**config.mk**
```make
export PLATFORM = sky130hd
export DESIGN_NAME = gpio_bank_ctl
export DESIGN_NICKNAME = d
export VERILOG_FILES = /design/src/rtl/gpio_ctl_pkg.sv /design/src/rtl/gpio_pin_filter.sv /design/src/rtl/gpio_bank.sv /design/src/rtl/gpio_bank_ctl.sv
export SDC_FILE = /design/constraint.sdc
export NUM_CORES = 2
export LEC_CHECK = 0
export BUFFER_PORTS_ARGS = -buffer_cell sky130_fd_sc_hd__buf_2
export CORE_MARGIN = 1.5
export CORE_UTILIZATION = 55
export DETAILED_ROUTE_END_ITERATION = 12
export PLACE_DENSITY = 0.82
export SYNTH_ARGS = -nofsm -noshare
export SYNTH_HDL_FRONTEND = slang
export SYNTH_SLANG_ARGS = --single-unit
```
**constraint.sdc**
```tcl
create_clock -name clk -period 3.5 [get_ports clk]
set_clock_uncertainty 0.1 [all_clocks]
set_input_delay 0.35 -clock clk [delete_from_list [all_inputs] [get_ports clk]]
set_output_delay 0.35 -clock clk [all_outputs]
set_load 0.02 [all_outputs]
```
**src/rtl/gpio_ctl_pkg.sv**
```systemverilog
package gpio_ctl_pkg;

  localparam int PINS_PER_BANK = 32;
  localparam int ADDR_W        = 12;
  localparam int CTRL_W        = 9;
  localparam int DBN_CNT_W     = 16;

  localparam logic [ADDR_W-1:0] CTRL_BASE   = 12'h100;
  localparam logic [ADDR_W-1:0] PROT_BASE   = 12'h500;
  localparam logic [ADDR_W-1:0] UNLOCK_ADDR = 12'h520;
  localparam logic [31:0]       UNLOCK_KEY  = 32'h00A5_A501;

  typedef enum logic [3:0] {
    K_NONE, K_OUT, K_IN, K_SET, K_CLR, K_ISTAT, K_IMASK, K_IMCLR,
    K_CTRL, K_PROT, K_UNLOCK
  } reg_kind_e;

  typedef struct packed {
    reg_kind_e   kind;
    logic [2:0]  bank;
    logic [7:0]  pin;
  } reg_sel_t;

  // Map a byte offset to a register kind plus bank / pin index.
  function automatic reg_sel_t decode_addr(input logic [ADDR_W-1:0] a,
                                           input int nbanks);
    reg_sel_t s;
    logic [ADDR_W-1:0] rel;
    rel    = a - CTRL_BASE;
    s.kind = K_NONE;
    s.bank = a[4:2];
    s.pin  = rel[9:2];
    if (a[11:8] == 4'h0) begin
      if (int'(a[4:2]) < nbanks) begin
        case (a[7:5])
          3'd0:    s.kind = K_OUT;
          3'd1:    s.kind = K_IN;
          3'd2:    s.kind = K_SET;
          3'd3:    s.kind = K_CLR;
          3'd4:    s.kind = K_ISTAT;
          3'd5:    s.kind = K_IMASK;
          3'd6:    s.kind = K_IMCLR;
          default: s.kind = K_NONE;
        endcase
      end
    end else if (a >= CTRL_BASE && a < PROT_BASE) begin
      if (int'(s.pin) < nbanks * PINS_PER_BANK) s.kind = K_CTRL;
    end else if (a[11:5] == PROT_BASE[11:5]) begin
      if (int'(a[4:2]) < nbanks) s.kind = K_PROT;
    end else if (a[11:2] == UNLOCK_ADDR[11:2]) begin
      s.kind = K_UNLOCK;
    end
    return s;
  endfunction

  // Number of extra steady cycles before the filtered level may move.
  function automatic logic [DBN_CNT_W-1:0] dbn_limit(input logic [3:0] n);
    return (DBN_CNT_W'(1) << n) - DBN_CNT_W'(1);
  endfunction

  // Trigger select: bit 0 = rising, bit 1 = falling.
  function automatic logic edge_selected(input logic [1:0] trig,
                                         input logic rise, input logic fall);
    return (trig[0] & rise) | (trig[1] & fall);
  endfunction

endpackage

```
**src/rtl/gpio_pin_filter.sv**
```systemverilog
module gpio_pin_filter
  import gpio_ctl_pkg::*;
(
  input  logic       clk,
  input  logic       rst_n,
  input  logic       pad_i,
  input  logic [3:0] dbn_i,
  output logic       level_o,
  output logic       rise_o,
  output logic       fall_o
);

  logic                 sync1_q, sync2_q, level_q;
  logic [DBN_CNT_W-1:0] run_q;
  logic                 differs, take;

  assign differs = (sync2_q != level_q);
  assign take    = differs && (run_q >= dbn_limit(dbn_i));

  always_ff @(posedge clk or negedge rst_n) begin
    if (!rst_n) begin
      sync1_q <= 1'b0;
      sync2_q <= 1'b0;
      level_q <= 1'b0;
      run_q   <= '0;
    end else begin
      sync1_q <= pad_i;
      sync2_q <= sync1_q;
      if (take) begin
        level_q <= sync2_q;
        run_q   <= '0;
      end else if (differs) begin
        run_q   <= run_q + 1'b1;
      end else begin
        run_q   <= '0;
      end
    end
  end

  assign level_o = level_q;
  assign rise_o  = take &  sync2_q;
  assign fall_o  = take & ~sync2_q;

endmodule

```
**src/rtl/gpio_bank.sv**
```systemverilog
module gpio_bank
  import gpio_ctl_pkg::*;
(
  input  logic                     clk,
  input  logic                     rst_n,
  input  logic [PINS_PER_BANK-1:0] pad_i,
  input  logic [31:0]              wdata,
  input  logic                     we_set,
  input  logic                     we_clr,
  input  logic                     we_istat,
  input  logic                     we_imask,
  input  logic                     we_imclr,
  input  logic                     we_ctrl,
  input  logic [4:0]               ctrl_idx,
  input  logic                     we_prot,
  output logic [PINS_PER_BANK-1:0] out_o,
  output logic [PINS_PER_BANK-1:0] oe_o,
  output logic [PINS_PER_BANK-1:0] level_o,
  output logic [PINS_PER_BANK-1:0] istat_o,
  output logic [PINS_PER_BANK-1:0] imask_o,
  output logic [PINS_PER_BANK-1:0] prot_o,
  output logic [CTRL_W-1:0]        ctrl_rd_o,
  output logic [PINS_PER_BANK-1:0] evt_o,
  output logic                     irq_o
);

  logic [CTRL_W-1:0]        ctrl_q [PINS_PER_BANK];
  logic [PINS_PER_BANK-1:0] out_q, istat_q, imask_q, prot_q;
  logic [PINS_PER_BANK-1:0] rise, fall;

  for (genvar i = 0; i < PINS_PER_BANK; i++) begin : g_pin
    gpio_pin_filter u_flt (
      .clk     (clk),
      .rst_n   (rst_n),
      .pad_i   (pad_i[i]),
      .dbn_i   (ctrl_q[i][8:5]),
      .level_o (level_o[i]),
      .rise_o  (rise[i]),
      .fall_o  (fall[i])
    );
    assign evt_o[i] = ctrl_q[i][0] & edge_selected(ctrl_q[i][4:3], rise[i], fall[i]);
    assign oe_o[i]  = ~ctrl_q[i][0];
  end

  always_ff @(posedge clk or negedge rst_n) begin
    if (!rst_n) begin
      for (int i = 0; i < PINS_PER_BANK; i++) ctrl_q[i] <= CTRL_W'(1);
    end else if (we_ctrl) begin
      ctrl_q[ctrl_idx] <= wdata[CTRL_W-1:0];
    end
  end

  always_ff @(posedge clk or negedge rst_n) begin
    if (!rst_n) begin
      out_q   <= '0;
      istat_q <= '0;
      imask_q <= '0;
      prot_q  <= '1;
    end else begin
      if (we_set)   out_q   <= out_q | wdata;
      if (we_clr)   out_q   <= out_q & ~wdata;
      istat_q <= (istat_q & ~(we_istat ? wdata : '0)) | evt_o;
      if (we_imask) imask_q <= imask_q | wdata;
      if (we_imclr) imask_q <= imask_q & ~wdata;
      if (we_prot)  prot_q  <= wdata;
    end
  end

  assign out_o     = out_q;
  assign istat_o   = istat_q;
  assign imask_o   = imask_q;
  assign prot_o    = prot_q;
  assign ctrl_rd_o = ctrl_q[ctrl_idx];
  assign irq_o     = |(istat_q & imask_q);

endmodule

```
**src/rtl/gpio_bank_ctl.sv**
```systemverilog
module gpio_bank_ctl
  import gpio_ctl_pkg::*;
#(
  parameter int NUM_BANKS = 2
) (
  input  logic                               clk,
  input  logic                               rst_n,
  input  logic                               bus_we,
  input  logic [ADDR_W-1:0]                  bus_addr,
  input  logic [31:0]                        bus_wdata,
  output logic [31:0]                        bus_rdata,
  input  logic [NUM_BANKS*PINS_PER_BANK-1:0] pad_in,
  output logic [NUM_BANKS*PINS_PER_BANK-1:0] pad_out,
  output logic [NUM_BANKS*PINS_PER_BANK-1:0] pad_oe,
  output logic [NUM_BANKS-1:0]               bank_irq
);

  localparam int NPINS  = NUM_BANKS * PINS_PER_BANK;
  localparam int BIDX_W = (NUM_BANKS > 1) ? $clog2(NUM_BANKS) : 1;

  reg_sel_t sel;
  assign sel = decode_addr(bus_addr, NUM_BANKS);

  // Named events for the checker
  logic unlock_ok, prot_wr, prot_commit, out_wr, armed_q;
  assign unlock_ok   = bus_we && sel.kind == K_UNLOCK && bus_wdata == UNLOCK_KEY;
  assign prot_wr     = bus_we && sel.kind == K_PROT;
  assign prot_commit = prot_wr && armed_q;
  assign out_wr      = bus_we && (sel.kind == K_SET || sel.kind == K_CLR);

  always_ff @(posedge clk or negedge rst_n) begin
    if (!rst_n)         armed_q <= 1'b0;
    else if (unlock_ok) armed_q <= 1'b1;
    else if (prot_wr)   armed_q <= 1'b0;
  end

  logic [31:0]       out_b   [NUM_BANKS];
  logic [31:0]       level_b [NUM_BANKS];
  logic [31:0]       istat_b [NUM_BANKS];
  logic [31:0]       imask_b [NUM_BANKS];
  logic [31:0]       prot_b  [NUM_BANKS];
  logic [CTRL_W-1:0] ctrl_b  [NUM_BANKS];
  logic [NPINS-1:0]  prot_flat, istat_flat, evt_flat;

  for (genvar b = 0; b < NUM_BANKS; b++) begin : g_bank
    logic hit;
    assign hit = bus_we && (sel.bank == 3'(b));
    gpio_bank u_bank (
      .clk       (clk),
      .rst_n     (rst_n),
      .pad_i     (pad_in[b*PINS_PER_BANK +: PINS_PER_BANK]),
      .wdata     (bus_wdata),
      .we_set    (hit && sel.kind == K_SET),
      .we_clr    (hit && sel.kind == K_CLR),
      .we_istat  (hit && sel.kind == K_ISTAT),
      .we_imask  (hit && sel.kind == K_IMASK),
      .we_imclr  (hit && sel.kind == K_IMCLR),
      .we_ctrl   (bus_we && sel.kind == K_CTRL && sel.pin[7:5] == 3'(b)),
      .ctrl_idx  (sel.pin[4:0]),
      .we_prot   (hit && prot_commit),
      .out_o     (out_b[b]),
      .oe_o      (pad_oe[b*PINS_PER_BANK +: PINS_PER_BANK]),
      .level_o   (level_b[b]),
      .istat_o   (istat_b[b]),
      .imask_o   (imask_b[b]),
      .prot_o    (prot_b[b]),
      .ctrl_rd_o (ctrl_b[b]),
      .evt_o     (evt_flat[b*PINS_PER_BANK +: PINS_PER_BANK]),
      .irq_o     (bank_irq[b])
    );
    assign pad_out[b*PINS_PER_BANK +: PINS_PER_BANK]    = out_b[b];
    assign prot_flat[b*PINS_PER_BANK +: PINS_PER_BANK]  = prot_b[b];
    assign istat_flat[b*PINS_PER_BANK +: PINS_PER_BANK] = istat_b[b];
  end

  logic [BIDX_W-1:0] rd_bank, rd_cbank;
  assign rd_bank  = sel.bank[BIDX_W-1:0];
  assign rd_cbank = sel.pin[5 +: BIDX_W];

  always_comb begin
    bus_rdata = '0;
    case (sel.kind)
      K_OUT, K_SET, K_CLR: bus_rdata = out_b[rd_bank];
      K_IN:                bus_rdata = level_b[rd_bank];
      K_ISTAT:             bus_rdata = istat_b[rd_bank];
      K_IMASK, K_IMCLR:    bus_rdata = imask_b[rd_bank];
      K_CTRL:              bus_rdata = {{(32-CTRL_W){1'b0}}, ctrl_b[rd_cbank]};
      K_PROT:              bus_rdata = prot_b[rd_bank];
      default:             bus_rdata = '0;
    endcase
  end

endmodule

```
==> summary.txt <==
Synthesis
  • Ys flop type: dfrtp_1
  • Most frequent cell after synthesis: dfrtp_1
  • EDFF count, synth: 0
  • Avg Inst Size Synth: around 10 sq um
  • Post-Syn Instances: ~13000
  • Seq/Total Area, Yosys: 40.85%
  • Yosys Warn Count: 0
  • Mapped Area: 125900 sq um
  • Synth top cells by count: 1921 x dfrtp_1, 1454 x nor2_1, 1159 x ha_1
  • Synth top area share: a little under two fifths
  • Leading post-synthesis cells by cell area: dfrtp_1 38%, ha_1 12%, mux2_2 6.6%, xor2_1 4.4%, nor2_1 4.3%
  • Post-synth cell types: between 70 and 80
  • Yosys top cell by area: dfrtp_1
  • Register bit total from synthesis: a little over 2000
  • Ys async rst share: 100.0%

Die
  • Die W: 481.5 um
  • Io pins: about 270
  • Core area: about 230000 sq um
  • Die Area: between 200000 and 250000 sq um
  • FP Rows: around 180
  • Die height: between 400 and 500 um
  • Initial core utilization: between 50 and 60%

Outcome
  • Failing checks: hold timing, setup timing
  • Status: finished, violations left

Setup path
  • Reg2Reg Depth: 14
  • CP delay by family, top: multiplexers
  • Reg2reg start: g_bank[1].u_bank.ctrl_q[60]
  • Worst reg2reg setup slack: -0.10 ns
  • CP dominant cell by count: buf_6
  • Kind of critical path: reg -> out
  • Slowest stage delay, CP: about 0.65 ns
  • CP required: a little over 3 ns
  • FF-to-FF End: g_bank[1].u_bank.g_pin[25].u_flt.level_o
  • Worst setup EP type: primary output
  • Worst path bufs/invs: 3
  • Cell Chain, Critical Path: buf_6, mux4_2, mux4_2, o22ai_2, buf_6, nor4_2, or4_4, buf_6
  • Slowest cell on crit path: mux4_2
  • Crit path DAT: approximately 3.7 ns
  • Crit path from: g_bank[1].u_bank.ctrl_q[41]
  • Nature of the critical path startpoint: register
  • Crit path max fanout: 2

STA
  • RSZ-0062 raised after global routing: yes
  • Min Hold Slack: -0.002507 ns
  • Min cycle time layout: 4.174 ns
  • Max Clk Rate: 239.6 MHz
  • Total Neg Setup Slack: -4.984 ns
  • # setup viols final: 61
  • Hold violation count in the final report: 1
  • Slew Limit Fails: 0
  • Period utilization: 119.2%
  • Slew at the pin with the worst max-slew slack: between 1 and 1.5 ns
  • Slew HR: 17.74%
  • Final setup margin: -0.6736 ns

Hold path
  • Tightest Hold Check Type: in -> async

Placed design
  • Place WS: -0.3455 ns
  • HPWL after DPL: about 280000 um
  • GPL Wtd Cong: ~1.1
  • Port bufs: between 200 and 300
  • Placed cells: approximately 16000
  • Cell Area, Placed: ~140000 sq um

Power
  • Total Power: 57.37 mW
  • Pwr dens: roughly 380 nW/um^2
  • P_leak: approximately 67 nW
  • Peak supply drop: ~0.49 mV

Route
  • Total wire length: 394500 um
  • Drt wl/cell: 23.46 um
  • Routed Antenna Nets: 0
  • First-pass DRT Iterations: 6
  • Via count: between 100k and 150k
  • DR iter-0 viols: around 10000
  • Post-route DRC: 0
  • Vias per inst: approximately 6.2

Clock tree
  • Max clock buf depth: 3
  • Clock root buffer: clkbuf_16
  • Clock Latency Late Sink: between 0.8 and 0.9 ns
  • H-tree Lvls: 4
  • CTS tree: done
  • CTS Buf Count: about 220
  • Clk slew on worst S/H paths: 0.06 ns
  • Sink Count: between 2000 and 2500

Final layout
  • Finished Layout Cells: around 17000
  • Final net count: roughly 15000
  • Fillers: 16000
  • Synth-to-Final Area Change: 19.21%
  • Final core occ: ~66%
  • Design Area, Final: 150100 sq um
  • Layout cells sized above 1: between 20% and 30%

GRT
  • Largest net degree at the start of global routing: about 110
  • Initial antenna violation count: 33
  • Grt ovf: 0
  • Met3 usage in global routing: between 8 and 9%
  • Total track usage: between 30% and 40%
  • Vias in the first global route: 101700
  • First-pass GRT wire length: approximately 590000 um
  • GR Util met2: approximately 50%
  • Met1 usage: about 41%
  • GR peak layer: met2

Flow run
  • Max-cap violations: 0
registers in the layout, summed over array words and instances, names as in the netlist, named ones only:
register                           cells
g_bank.u_bank.ctrl_q                 576
g_bank.u_bank.g_pin.u_flt.run_q     1024
g_bank.u_bank.g_pin.u_flt.sync2_q     64
g_bank.u_bank.g_pin.u_flt.level_o     64
g_bank.u_bank.prot_o                  64
g_bank.u_bank.istat_o                 64
armed_q                                1
g_bank.u_bank.g_pin.u_flt.sync1_q     64
layout make-up:
cell class	count	area [sq um]	area share [%]
Multi-Input combinational cell	9633	74090	49.36
Sequential cell	2049	51440	34.27
Timing Repair Buffer	1385	11750	7.826
Clock buffer	303	6317	4.209
Tap cell	3009	3765	2.508
Clock inverter	108	1506	1.004
Inverter	310	1169	0.7786
Antenna cell	23	57.56	0.03835
worst reg2reg max path: stages (launching register included):
cell	delay, ns
dfrtp_1	0.39
or2_2	0.32
or3_4	0.36
ha_4	0.19
buf_4	0.14
nor3_1	0.18
a21o_1	0.10
a32oi_1	0.11
ha_1	0.28
o21ai_0	0.21
a211oi_2	0.12
o31ai_1	0.09
o31a_1	0.30
nor2b_4	0.25
mux2_2	0.35
power breakdown:
group | internal (mW) | switching [mW]
Combinational | 2.74 | 4.03
Clock | 14.7 | 10.4
Sequential | 24.3 | 1.15
Total | 41.8 | 15.6
cell usage in the layout (no fill, tap or decap), drive strengths merged, types with 318 or more instances in the layout:
| cell type | Yosys | routed |
|---|---|---|
| nor2 | 1492 | 1492 |
| nand2 | 786 | 786 |
| buf | 98 | 1233 |
| xor2 | 635 | 635 |
| xnor2 | 390 | 390 |
| dfrtp | 1921 | 1921 |
| o21ai | 535 | 535 |
| ha | 1159 | 1159 |
| mux2 | 739 | 739 |
| nand3 | 690 | 690 |
| inv | 308 | 318 |
| a21oi | 653 | 653 |
logic make-up (layout without fill, tap and decap cells):
family                   Yosys count  in the layout  synth area share, %
AO/OA/AOI/OAI                   2300           2300                11.70
XOR/XNOR                        1025           1025                7.130
adder cells (fa/ha/maj)         1159           1159                11.52
buffers and inverters            954           2106                2.975
flip-flops                      2049           2049                40.85
multiplexers                    1045           1045                10.42
other                              1             87             0.002978
AND/OR/NAND/NOR                 4040           4040                15.40
how the worst max path moves through the flow:
stage	cells past startpoint	slack [ns]	end
after floorplan	13	-0.05	bus_rdata[10]
after global placement	14	-0.30	bus_rdata[12]
after detailed placement	12	-0.35	bus_rdata[18]
after CTS	8	-0.70	bus_rdata[5]
after global routing	8	-0.69	bus_rdata[5]
final	8	-0.67	bus_rdata[5]
routing by layer:
metal / part of all wire [%] / up-vias
li1: - / 47100
met1: 38 / 51710
met2: 44 / 4777
met3: 9.8 / 1366
met4: 8.3 / 24
met5: 0.041 / -
what timing repair did:
item                       4_1_cts  5_1_grt
hold endpoints to repair      1097        0
pin swaps                       30      289
setup endpoints to repair      141      981
buffers inserted                35       76
cloned                           0        8
hold buffers                   147        0
resized for setup              178      657
No activity file was read; power rests on OpenSTA's default activity.
